`src/rtl/phase_align_pkg.sv`:
```
package phase_align_pkg;
  typedef enum logic [3:0] {
    ST_IDLE,
    ST_SAMP_A,
    ST_JUMP_A,
    ST_SAMP_B,
    ST_JUMP_B,
    ST_SAMP_C,
    ST_BACKOFF,
    ST_EXIT_SAMP,
    ST_EXIT_STEP,
    ST_EXIT_MARGIN,
    ST_SEEK_SAMP,
    ST_SEEK_STEP,
    ST_SKEW,
    ST_FINISH
  } seq_state_t;
endpackage

```
`src/rtl/pa_step_engine.sv`:
```
// One phase step: request, wait for the acknowledge, then settle.
module pa_step_engine #(
  parameter int SETTLE_CYCLES = 3
) (
  input  logic clk,
  input  logic rst,
  input  logic go_i,
  input  logic dir_i,
  output logic shift_req_o,
  output logic shift_dir_o,
  input  logic shift_done_i,
  output logic fin_o
);
  localparam int SW = (SETTLE_CYCLES > 1) ? $clog2(SETTLE_CYCLES) : 1;
  localparam logic [SW-1:0] SETTLE_LAST = SW'(SETTLE_CYCLES - 1);

  logic          settling;
  logic [SW-1:0] settle_cnt;

  always_ff @(posedge clk) begin
    if (rst) begin
      shift_req_o <= 1'b0;
      shift_dir_o <= 1'b0;
      fin_o       <= 1'b0;
      settling    <= 1'b0;
      settle_cnt  <= '0;
    end else begin
      fin_o <= 1'b0;
      if (go_i && !shift_req_o && !settling) begin
        shift_req_o <= 1'b1;
        shift_dir_o <= dir_i;
      end else if (shift_req_o && shift_done_i) begin
        shift_req_o <= 1'b0;
        settling    <= 1'b1;
        settle_cnt  <= '0;
      end else if (settling) begin
        if (settle_cnt == SETTLE_LAST) begin
          settling <= 1'b0;
          fin_o    <= 1'b1;
        end else begin
          settle_cnt <= settle_cnt + SW'(1);
        end
      end
    end
  end
endmodule

```
`src/rtl/pa_sample_qual.sv`:
```
// Qualifies the detector bit: 1 only if all READS consecutive reads are 1.
module pa_sample_qual #(
  parameter int READS = 32
) (
  input  logic clk,
  input  logic rst,
  input  logic go_i,
  input  logic sample_i,
  output logic valid_o,
  output logic result_o
);
  localparam int CW = (READS > 1) ? $clog2(READS) : 1;
  localparam logic [CW-1:0] READ_LAST = CW'(READS - 1);

  logic          running;
  logic          acc;
  logic [CW-1:0] rd_cnt;

  always_ff @(posedge clk) begin
    if (rst) begin
      running  <= 1'b0;
      acc      <= 1'b1;
      rd_cnt   <= '0;
      valid_o  <= 1'b0;
      result_o <= 1'b0;
    end else begin
      valid_o <= 1'b0;
      if (go_i && !running) begin
        running <= 1'b1;
        acc     <= 1'b1;
        rd_cnt  <= '0;
      end else if (running) begin
        acc <= acc & sample_i;
        if (rd_cnt == READ_LAST) begin
          running  <= 1'b0;
          valid_o  <= 1'b1;
          result_o <= acc & sample_i;
        end else begin
          rd_cnt <= rd_cnt + CW'(1);
        end
      end
    end
  end
endmodule

```
`src/rtl/phase_align_seq.sv`:
```
module phase_align_seq
  import phase_align_pkg::*;
#(
  parameter int CLK_HZ        = 100_000_000,
  parameter int SETTLE_US     = 500,
  parameter int SETTLE_CYCLES = CLK_HZ / 1_000_000 * SETTLE_US,
  parameter int QUAL_READS    = 32,
  parameter int MARGIN_STEPS  = 28,
  parameter int SKEW_W        = 16,
  parameter int CNT_W         = 16
) (
  input  logic              clk,
  input  logic              rst,
  input  logic              start_i,
  input  logic [SKEW_W-1:0] skew_i,
  output logic              shift_req_o,
  output logic              shift_dir_o,
  input  logic              shift_done_i,
  input  logic              sample_i,
  output logic              busy_o,
  output logic              done_o,
  output logic [CNT_W-1:0]  step_count_o
);
  localparam int MW = $clog2(MARGIN_STEPS + 1);
  localparam logic [MW-1:0] MARGIN_LAST = MW'(MARGIN_STEPS - 1);

  seq_state_t        st;
  logic              waiting;
  logic              step_go, step_dir, step_fin;
  logic              samp_go, samp_valid, samp_res;
  logic [MW-1:0]     rep;
  logic              s_a, s_b;
  logic [SKEW_W-1:0] skew_left;
  logic [CNT_W-1:0]  run_cnt, trans_cnt;
  logic              is_samp_st, is_step_st, dir_nxt;

  pa_step_engine #(.SETTLE_CYCLES(SETTLE_CYCLES)) u_step (
    .clk(clk), .rst(rst), .go_i(step_go), .dir_i(step_dir),
    .shift_req_o(shift_req_o), .shift_dir_o(shift_dir_o),
    .shift_done_i(shift_done_i), .fin_o(step_fin)
  );

  pa_sample_qual #(.READS(QUAL_READS)) u_qual (
    .clk(clk), .rst(rst), .go_i(samp_go), .sample_i(sample_i),
    .valid_o(samp_valid), .result_o(samp_res)
  );

  always_comb begin
    is_samp_st = (st == ST_SAMP_A) || (st == ST_SAMP_B) || (st == ST_SAMP_C) ||
                 (st == ST_EXIT_SAMP) || (st == ST_SEEK_SAMP);
    is_step_st = (st == ST_JUMP_A) || (st == ST_JUMP_B) || (st == ST_BACKOFF) ||
                 (st == ST_EXIT_STEP) || (st == ST_EXIT_MARGIN) ||
                 (st == ST_SEEK_STEP) || (st == ST_SKEW);
    dir_nxt    = (st != ST_BACKOFF);
  end

  always_ff @(posedge clk) begin
    if (rst) begin
      st           <= ST_IDLE;
      waiting      <= 1'b0;
      step_go      <= 1'b0;
      step_dir     <= 1'b0;
      samp_go      <= 1'b0;
      rep          <= '0;
      s_a          <= 1'b0;
      s_b          <= 1'b0;
      skew_left    <= '0;
      run_cnt      <= '0;
      trans_cnt    <= '0;
      busy_o       <= 1'b0;
      done_o       <= 1'b0;
      step_count_o <= '0;
    end else begin
      step_go <= 1'b0;
      samp_go <= 1'b0;
      done_o  <= 1'b0;

      // launch the operation of the current state
      if (is_samp_st && !waiting) begin
        samp_go <= 1'b1;
        waiting <= 1'b1;
      end
      if (is_step_st && !waiting) begin
        step_go  <= 1'b1;
        step_dir <= dir_nxt;
        waiting  <= 1'b1;
      end
      if (waiting && (samp_valid || step_fin)) waiting <= 1'b0;

      if (step_fin) run_cnt <= step_dir ? run_cnt + CNT_W'(1) : run_cnt - CNT_W'(1);

      case (st)
        ST_IDLE: if (start_i) begin
          busy_o    <= 1'b1;
          run_cnt   <= '0;
          skew_left <= skew_i;
          rep       <= '0;
          waiting   <= 1'b0;
          st        <= ST_SAMP_A;
        end
        ST_SAMP_A: if (samp_valid) begin
          s_a <= samp_res;
          st  <= ST_JUMP_A;
        end
        ST_JUMP_A: if (step_fin) begin
          if (rep == MARGIN_LAST) begin
            rep <= '0;
            st  <= ST_SAMP_B;
          end else rep <= rep + MW'(1);
        end
        ST_SAMP_B: if (samp_valid) begin
          s_b <= samp_res;
          st  <= ST_JUMP_B;
        end
        ST_JUMP_B: if (step_fin) begin
          if (rep == MARGIN_LAST) begin
            rep <= '0;
            st  <= ST_SAMP_C;
          end else rep <= rep + MW'(1);
        end
        ST_SAMP_C: if (samp_valid) begin
          st <= (s_a == s_b && s_b == samp_res) ? ST_BACKOFF : ST_SAMP_A;
        end
        ST_BACKOFF: if (step_fin) begin
          if (rep == MARGIN_LAST) begin
            rep <= '0;
            st  <= s_b ? ST_EXIT_SAMP : ST_SEEK_SAMP;
          end else rep <= rep + MW'(1);
        end
        ST_EXIT_SAMP: if (samp_valid) begin
          st <= samp_res ? ST_EXIT_STEP : ST_EXIT_MARGIN;
        end
        ST_EXIT_STEP: if (step_fin) st <= ST_EXIT_SAMP;
        ST_EXIT_MARGIN: if (step_fin) begin
          if (rep == MARGIN_LAST) begin
            rep <= '0;
            st  <= ST_SEEK_SAMP;
          end else rep <= rep + MW'(1);
        end
        ST_SEEK_SAMP: if (samp_valid) begin
          if (samp_res) begin
            trans_cnt <= run_cnt;
            st        <= (skew_left == '0) ? ST_FINISH : ST_SKEW;
          end else st <= ST_SEEK_STEP;
        end
        ST_SEEK_STEP: if (step_fin) st <= ST_SEEK_SAMP;
        ST_SKEW: if (step_fin) begin
          skew_left <= skew_left - SKEW_W'(1);
          if (skew_left == SKEW_W'(1)) st <= ST_FINISH;
        end
        ST_FINISH: begin
          busy_o       <= 1'b0;
          done_o       <= 1'b1;
          step_count_o <= trans_cnt;
          st           <= ST_IDLE;
        end
        default: st <= ST_IDLE;
      endcase
    end
  end
endmodule

```
`config.mk`:
```
export PLATFORM = sky130hd
export DESIGN_NAME = phase_align_seq
export DESIGN_NICKNAME = d
export VERILOG_FILES = /design/src/rtl/phase_align_pkg.sv /design/src/rtl/pa_step_engine.sv /design/src/rtl/pa_sample_qual.sv /design/src/rtl/phase_align_seq.sv
export SDC_FILE = /design/constraint.sdc
export NUM_CORES = 1
export LEC_CHECK = 0
export ABC_AREA = 1
export ABC_CLOCK_PERIOD_IN_PS = 6060
export CAP_MARGIN = 25
export CORE_UTILIZATION = 55
export CTS_CLUSTER_SIZE = 20
export DETAILED_ROUTE_END_ITERATION = 10
export HOLD_SLACK_MARGIN = 0.1
export PLACE_DENSITY = 0.85
export SLEW_MARGIN = 30
export SYNTH_ARGS = -nofsm -noshare
export SYNTH_HDL_FRONTEND = slang
export SYNTH_SLANG_ARGS = --single-unit
```
`constraint.sdc`:
```
create_clock -name clk -period 6.06 [get_ports clk]
set_input_delay 1.212 -clock clk [delete_from_list [all_inputs] [get_ports clk]]
set_output_delay 1.212 -clock clk [all_outputs]
set_load 0.02 [all_outputs]
```
Yosys cells after proc, flatten, opt, wreduce, memory -nomap -nowiden
Index checks and enable logic that the tools add are counted.

Add/subtract/negate cells: 6. Eq/ne operators: 40. Mux-type cells: 58. Bitwise gates (word level): 6. Reductions and logical operators: 44.

Operators by type and width (number): $mux 16 (9); $mux 4 (19); $pmux 4 s13 (1); $ne 2x1->1 const B (19); $add 16x1->16 const B (2); $pmux 16 s2 (1); $sub 16x1->16 const B (2); $eq 4x4->1 const B (6); $mux 1 (21); $reduce_and 18->1 (1); $eq 16x1->1 const B (1); $eq 16x16->1 const B (1); $eq 4x3->1 const B (4); $logic_not 16->1 (1); $mux 5 (3); $reduce_and 3->1 (5); $logic_or 1x1->1 (11); $add 5x1->5 const B (2); $eq 5x5->1 const B (2); $pmux 5 s2 (1); $reduce_bool 2->1 (5); $eq 4x2->1 const B (2); $logic_and 1x1->1 (8); $reduce_and 2->1 (4); other kinds (13) (23).

Bits in registers: 110. Bits of input ports: 21. Output and inout port bits: 20. Word-level logic and storage cells: 178.

Longest topological paths before layout
Gate-level depths: netlist of run 1.

Depth in word-level cells: 12. Gate-level depth with buffers: 13. Depth with buffers taken out: 13.

Modules after synthesis
A second synthesis of run 1 with hierarchy kept.

Cell total of the unflattened synthesis: 962. Area, all modules: 6257.3 sq um.

Modules (own cells, without submodules): phase_align_seq (times used 1, cells each 716, area each 4644.5 sq um); pa_step_engine (times used 1, cells each 196, area each 1207.4 sq um); pa_sample_qual (times used 1, cells each 50, area each 405.4 sq um).

Worst setup path before layout of run 1
No wires, ideal clock.

Path kind: input port to flip-flop. Start: input port rst. End: register run_cnt[10]. Setup time: 109 ps. Arrival: 2002 ps. Data required time: 5951 ps. Slack: 3949 ps. Cell stages on the path: 7. Path buffers: 2. Cell sequence: clkbuf_1 > inv_1 > nand2_2 > buf_2 > nor2_1 > nand2_1 > inv_1.

RTL lines: start, declared (RTL line phase_align_seq.sv:13) `input logic rst,`; end signal, assigned (RTL line phase_align_seq.sv:90) `if (step_fin) run_cnt <= step_dir ? run_cnt + CNT_W'(1) : run_cnt - CNT_W'(1);`; end, declared (RTL line phase_align_seq.sv:34) `logic [CNT_W-1:0] run_cnt, trans_cnt;`.

==> flow_metrics.tcl, run 1 <==
set metrics [dict create \
    die_w_um 107.3 \
    finClkSkew_ns 0.01665 \
    crit_top_cell "inv_1" \
    clkSinkCount 110 \
    rows 38 \
    path_buf_inv 6 \
    fmax_ghz 0.3682 \
    finalNonFillerCells 1098 \
    crit_path_start_kind "input pin" \
    grt_max_degree 44 \
    powerDensity_mw_per_mm2 295.4 \
    synth_edf_count 0 \
    tightest_slew_ns 0.7887 \
    p_int_w 0.001180 \
    synthesis.area_mm2 0.006098 \
    period_needed_ns 2.716 \
    min_path_type "reg -> reg" \
    ys_warn_count 0 \
    portBuffers 40 \
    p_seq_share_pct 42.9 \
    synthArstFlopShare_pct 0 \
    ant_nets 0 \
    antenna_found_initial 0 \
    dpl.hpwl_um 9127 \
    final_core_util_pct 62.22 \
    grt_pass1_wl_um 21580 \
    synthCells 925 \
    fill_cells 1006 \
    path_clk_slew_ns 0.11 \
    slew_headroom_pct 47.36 \
    wl_per_cell_um 11.68 \
    finalSetupViolCount 0 \
    cts_root_buf "clkbuf_8" \
    areaGrowthSynthToFinish_pct 10.61 \
    vias 5706 \
    firstDrtPassIters 5 \
    wl_um 12820 \
    die_y_um 107.3 \
    post-place-cells 1082 \
    postCtsSetupRepairBufs 0 \
    rsz0062_at_grt "false" \
    path_max_fanout 43 \
    avgSynthCellArea_um2 6.593 \
    ys_seq_area_share_pct 36.11 \
    grt_pass1_vias 4897 \
    coreArea_mm2 0.01084 \
    p_sw_w 0.0008123 \
    gr-total-overflow 0 \
    fin_area_mm2 0.006745 \
    io_pins 41 \
    comb_power_share_pct 35.2 \
    clk_latency_ns 0.40 \
    dpl_cell_area_mm2 0.006546 \
    viasPerCell 5.197 \
    drive_gt1_share_pct 5.846 \
    cts_tree "done" \
    antennaDiodeCount 0 \
    global_route.usage.total_pct 23.28 \
    p_clk_share_pct 22.0 \
    end_kind "flop" \
    syn-num-nets 967 \
    die_area_mm2 0.01151 \
    clock_path_buffers 2 \
    finalHoldViolCount 0 \
    start_util_pct 56.26 \
    synth-seq-cells 110 \
    numCtsBuffers 9 \
    cp_slowest_cell "clkdlybuf4s50_1" \
    ctsResizeCount 0 \
    finalWeightedCongestion 0.8952 \
    p_leak_nw 2.892 \
    setup_tns_ns 0 \
    htree_levels 3 \
    path_class "in -> reg" \
    arrival_ns 3.02 \
    worstPathCellList "clkdlybuf4s50_1, buf_4, inv_1, buf_4, nand2_2, inv_1, o211ai_1, inv_1" \
    synth_ff_type "dfxtp_1" \
    ir_drop_mv 0.2866 \
    path_delay_family "buffers and inverters" \
    timing.max_cap.violations 0 \
    synth_cell_types 40 \
    switching_share_pct 40.77 \
    slew_violations 0 \
    dr.first_iter.drc_count 422 \
    worstPathRequired_ns 6.36 \
    outcome "finished clean" \
    nets 995 \
    drc 0 \
    finalCritPeriodShare_pct 44.81 \
    postCtsHoldBufs 0 \
    slowest_delay_ns 0.45 \
    total_power_w 0.001992 \
]
[registers in the layout, indices dropped and copies added, names as in the netlist, 4 cells and up]
register	flops
st	4
skew_left	16
rep	5
trans_cnt	16
run_cnt	16
u_qual.rd_cnt	5
step_count_o	16
u_step.settle_cnt	16
[power groups by stage]
stage               combinational, W  sequential [W]  clock [W]
floorplan                   0.000553        0.000856          0
global placement            0.000678        0.000867          0
detailed placement          0.000690        0.000868          0
CTS                         0.000694        0.000852   0.000455
global route                0.000795        0.000863   0.000482
finish                      0.000700        0.000854   0.000438
[placed cells by master, fill, tap and decap left out, types with 2 or more instances in the layout]
master           instances
nor2_2                   3
buf_4                    3
dfxtp_1                110
o21ai_1                  8
nor2_1                 111
a211oi_1                 4
inv_1                  126
nand3_2                  2
o21ai_0                 72
inv_2                   10
a21oi_1                 72
nor3_1                  19
clkbuf_8                 9
nand4_1                 11
nand2_2                  6
or2_2                    6
clkinv_8                 2
inv_6                    3
xnor2_1                  2
a31oi_1                  3
nor2_4                   4
ha_1                    20
nand3b_1                 3
nand3_1                 69
clkdlybuf4s50_1         40
nand2_4                  4
nand2_1                208
xor2_1                   8
o211ai_1                 6
o21bai_1                 2
[tightest hold or removal path: cells and delay by family (launching register included)]
family	cells	cell delay, ns
flip-flops	1	0.31
buffers and inverters	1	0.06
AO/OA/AOI/OAI	1	0.05
[path summary, 6_finish.rpt]
path | endpoint | slack [ns] | startpoint | cells after the start
hold reg to reg | trans_cnt[5]$_SDFFE_PP0P_ | 0.46 | trans_cnt[5]$_SDFFE_PP0P_ | 2
setup / recovery | run_cnt[5]$_SDFF_PP0_ | 3.34 | rst | 8
setup reg to reg | skew_left[10]$_SDFFE_PP0P_ | 3.67 | st[0]$_SDFFE_PP0P_ | 8
hold / removal | trans_cnt[5]$_SDFFE_PP0P_ | 0.46 | trans_cnt[5]$_SDFFE_PP0P_ | 2
[per-layer routing]
layer  vias up  global-route usage [%]  share of wire (%)
met5         -                       0                  0
met4         0                   6.556                1.0
met3        11                   5.569                4.7
met2       129                   37.47                 45
met1      2536                   31.03                 49
li1       3030                       -                  -
[metrics by stage]
stage	setup slack [ns]	hold WS (ns)
after floorplan	3.949	0.4183
after global placement	2.967	0.4371
after detailed placement	2.922	0.4434
after CTS	3.358	0.4596
after global routing	3.214	0.4761
final	3.344	0.4565
[cells by family (layout without fill, tap and decap cells)]
family	Yosys count	in the layout	share of synthesized area, %
AO/OA/AOI/OAI	172	172	14.90
XOR/XNOR	10	10	1.436
adder cells (fa/ha/maj)	21	21	4.432
buffers and inverters	162	195	10.83
flip-flops	110	110	36.11
AND/OR/NAND/NOR	450	450	32.29
[cell usage after synthesis, drive strengths merged (2+ instances only)]
master  count  share of area (%)
nand2     218                 14
inv       136                8.4
nor2      118                7.9
dfxtp     110                 36
o21ai      80                6.6
a21oi      73                6.1
nand3      72                6.3
ha         20                4.1
nor3       19                1.6
buf        14                1.7
clkbuf     12               0.74
nand4      11                1.1
xor2        8                1.1
or2         7               0.72
o211ai      6               0.74
a211oi      4               0.49
a31oi       3               0.31
nand3b      3               0.37
o21bai      2               0.25
xnor2       2               0.29
[area by class of cell]
cell class	count	area [µm²]	share of cell area (%)
Clock buffer	9	123.9	1.836
Clock inverter	7	75.07	1.113
Inverter	136	510.5	7.568
Multi-Input combinational cell	653	3236	47.97
Sequential cell	110	2202	32.65
Tap cell	140	175.2	2.597
Timing Repair Buffer	43	422.9	6.270
No activity file was read; power rests on OpenSTA's default activity.
==> run 2, diff against run 1 <==
--- a/config.mk
+++ b/config.mk
@@ -6,7 +6,7 @@
 export NUM_CORES = 1
 export LEC_CHECK = 0
 export ABC_AREA = 1
-export ABC_CLOCK_PERIOD_IN_PS = 6060
+export ABC_CLOCK_PERIOD_IN_PS = 2800
 export CAP_MARGIN = 25
 export CORE_UTILIZATION = 55
 export CTS_CLUSTER_SIZE = 20
==> constraint.sdc (replaced) <==
create_clock -name clk -period 2.8 [get_ports clk]
set_input_delay 0.56 -clock clk [delete_from_list [all_inputs] [get_ports clk]]
set_output_delay 0.56 -clock clk [all_outputs]
set_load 0.02 [all_outputs]
==> run 2 against run 1 <==
  * Non-clock buffer count up 1
  * Core utilization up 0.069 points
  * Clock power up 130%
  * Clock-buffer cell count up 2
  * Largest power group unchanged
==> flow_metrics.tcl, run 2 (synthesized netlist as in run 1, its figures left out) <==
set metrics [dict create \
    numCtsBuffers 9 \
    die_y_um 107.3 \
    reg2reg_slack_ns 0.61 \
    dpl.hpwl_um 9451 \
    final_core_util_pct 62.29 \
    arrival_ns 2.48 \
    reg2regPathDepth 11 \
    slew_headroom_pct 55.54 \
    p_leak_nw 2.900 \
    setup_tns_ns 0 \
    antenna_found_initial 0 \
    clk_latency_ns 0.40 \
    ctsResizeCount 0 \
    drc 0 \
    multi_input_area_mm2 0.003236 \
    areaGrowthSynthToFinish_pct 10.73 \
    io_pins 41 \
    rows 38 \
    r2r-start "step_dir$_SDFFE_PP0P_" \
    drive_gt1_share_pct 5.735 \
    antennaDiodeCount 0 \
    cts_root_buf "clkbuf_8" \
    die_w_um 107.3 \
    slew_violations 0 \
    portBuffers 40 \
    wl_um 13030 \
    rsz0062_at_grt "false" \
    worstHoldStart "trans_cnt[11]$_SDFFE_PP0P_" \
    layout_common_cells "nand2_1 (208), inv_1 (126), nor2_1 (111), dfxtp_1 (110)" \
    powerDensity_mw_per_mm2 644.2 \
    cts_tree "done" \
    postCtsSetupRepairBufs 0 \
    grt_max_degree 39 \
    finalWeightedCongestion 0.9043 \
    firstDrtPassIters 6 \
    die_area_mm2 0.01151 \
    timing.max_cap.violations 0 \
    wl_per_cell_um 11.86 \
    finClkSkew_ns 0.01909 \
    vias 5735 \
    outcome "finished clean" \
    viasPerCell 5.218 \
    whs_path_depth 2 \
    seqCellArea_mm2 0.002202 \
    dr.first_iter.drc_count 342 \
    tightest_slew_ns 0.6644 \
    path_class "reg -> reg" \
    gr-total-overflow 0 \
    path_max_fanout 15 \
    start_util_pct 56.26 \
    finalCritPeriodShare_pct 78.11 \
    path_clk_slew_ns 0.11 \
    finalSetupViolCount 0 \
    fmax_ghz 0.4572 \
    finalHoldViolCount 0 \
    cp-startpoint "step_dir$_SDFFE_PP0P_" \
    fill_cells 1005 \
    ir_drop_mv 0.4626 \
    worstPathRequired_ns 3.09 \
    grt_pass1_vias 4979 \
    ant_nets 0 \
    final_common_cell "nand2_1" \
    coreArea_mm2 0.01084 \
    grt_pass1_wl_um 21960 \
    crit_path_start_kind "flop" \
    clkSinkCount 110 \
    end_kind "flop" \
    htree_levels 3 \
    min_path_type "reg -> reg" \
    period_needed_ns 2.187 \
    nets 996 \
    clock_path_buffers 2 \
    postCtsHoldBufs 0 \
    global_route.usage.total_pct 23.67 \
]
[run 2: changes by cell type in the layout (fill, tap and decap cells not counted), sizes merged]
| cell | change |
|---|---|
| clkbuf | +2 |
| inv | -2 |
| buf | +1 |
| bufinv | +1 |
| clkinvlp | -1 |
[run 2: metrics by stage]
step	hold WS [ns]	cell area (µm²)	worst slack, ns	power [W]	std cells
2_1_floorplan	0.4183	6098	0.8786	0.003050	925
3_3_place_gp	0.4334	6554	0.6318	0.003355	1083
3_5_place_dp	0.4350	6554	0.5282	0.003374	1083
4_1_cts	0.4557	6753	0.6012	0.004358	1099
5_1_grt	0.4770	6753	0.4083	0.004649	1099
6_report	0.4546	6753	0.6128	0.004350	1099
[run 2: path summary, 6_finish.rpt]
path,endpoint
setup / recovery,run_cnt[11]$_SDFF_PP0_
hold / removal,trans_cnt[11]$_SDFFE_PP0P_
setup reg to reg,run_cnt[11]$_SDFF_PP0_
hold reg to reg,trans_cnt[11]$_SDFFE_PP0P_
[run 2: critical path, stage by stage, from the launching register on]
cell and delay, ns:
dfxtp_1 0.37, inv_1 0.43, ha_1 0.36, or2_2 0.33, nand3_1 0.09, nand2_1 0.10, nand2_1 0.08, nand2_1 0.06
nand2_1 0.05, nand2_1 0.04, o21ai_0 0.14, inv_1 0.05
[run 2: power breakdown]
part	switching, W	internal, W	leakage, nW	total (W)
Clock	0.000564	0.000426	0.0996	0.000990
Combinational	0.00101	0.000506	1.91	0.00151
Sequential	0.000149	0.00170	0.890	0.00185
[run 2: cell type report]
cell class | count | area share [%]
well taps | 140 | 2.594
clock inverters | 5 | 1.001
flip-flops and latches | 110 | 32.61
multi-input cells | 653 | 47.92
inverters | 136 | 7.560
repair buffers | 44 | 6.374
clock buffers | 11 | 1.946
[run 2: routing by layer]
layer  GRT usage [%]  wire (µm)
met1           31.11       6477
met2           39.31       5777
met3           4.540        611
met4           7.045        163
met5               0          0
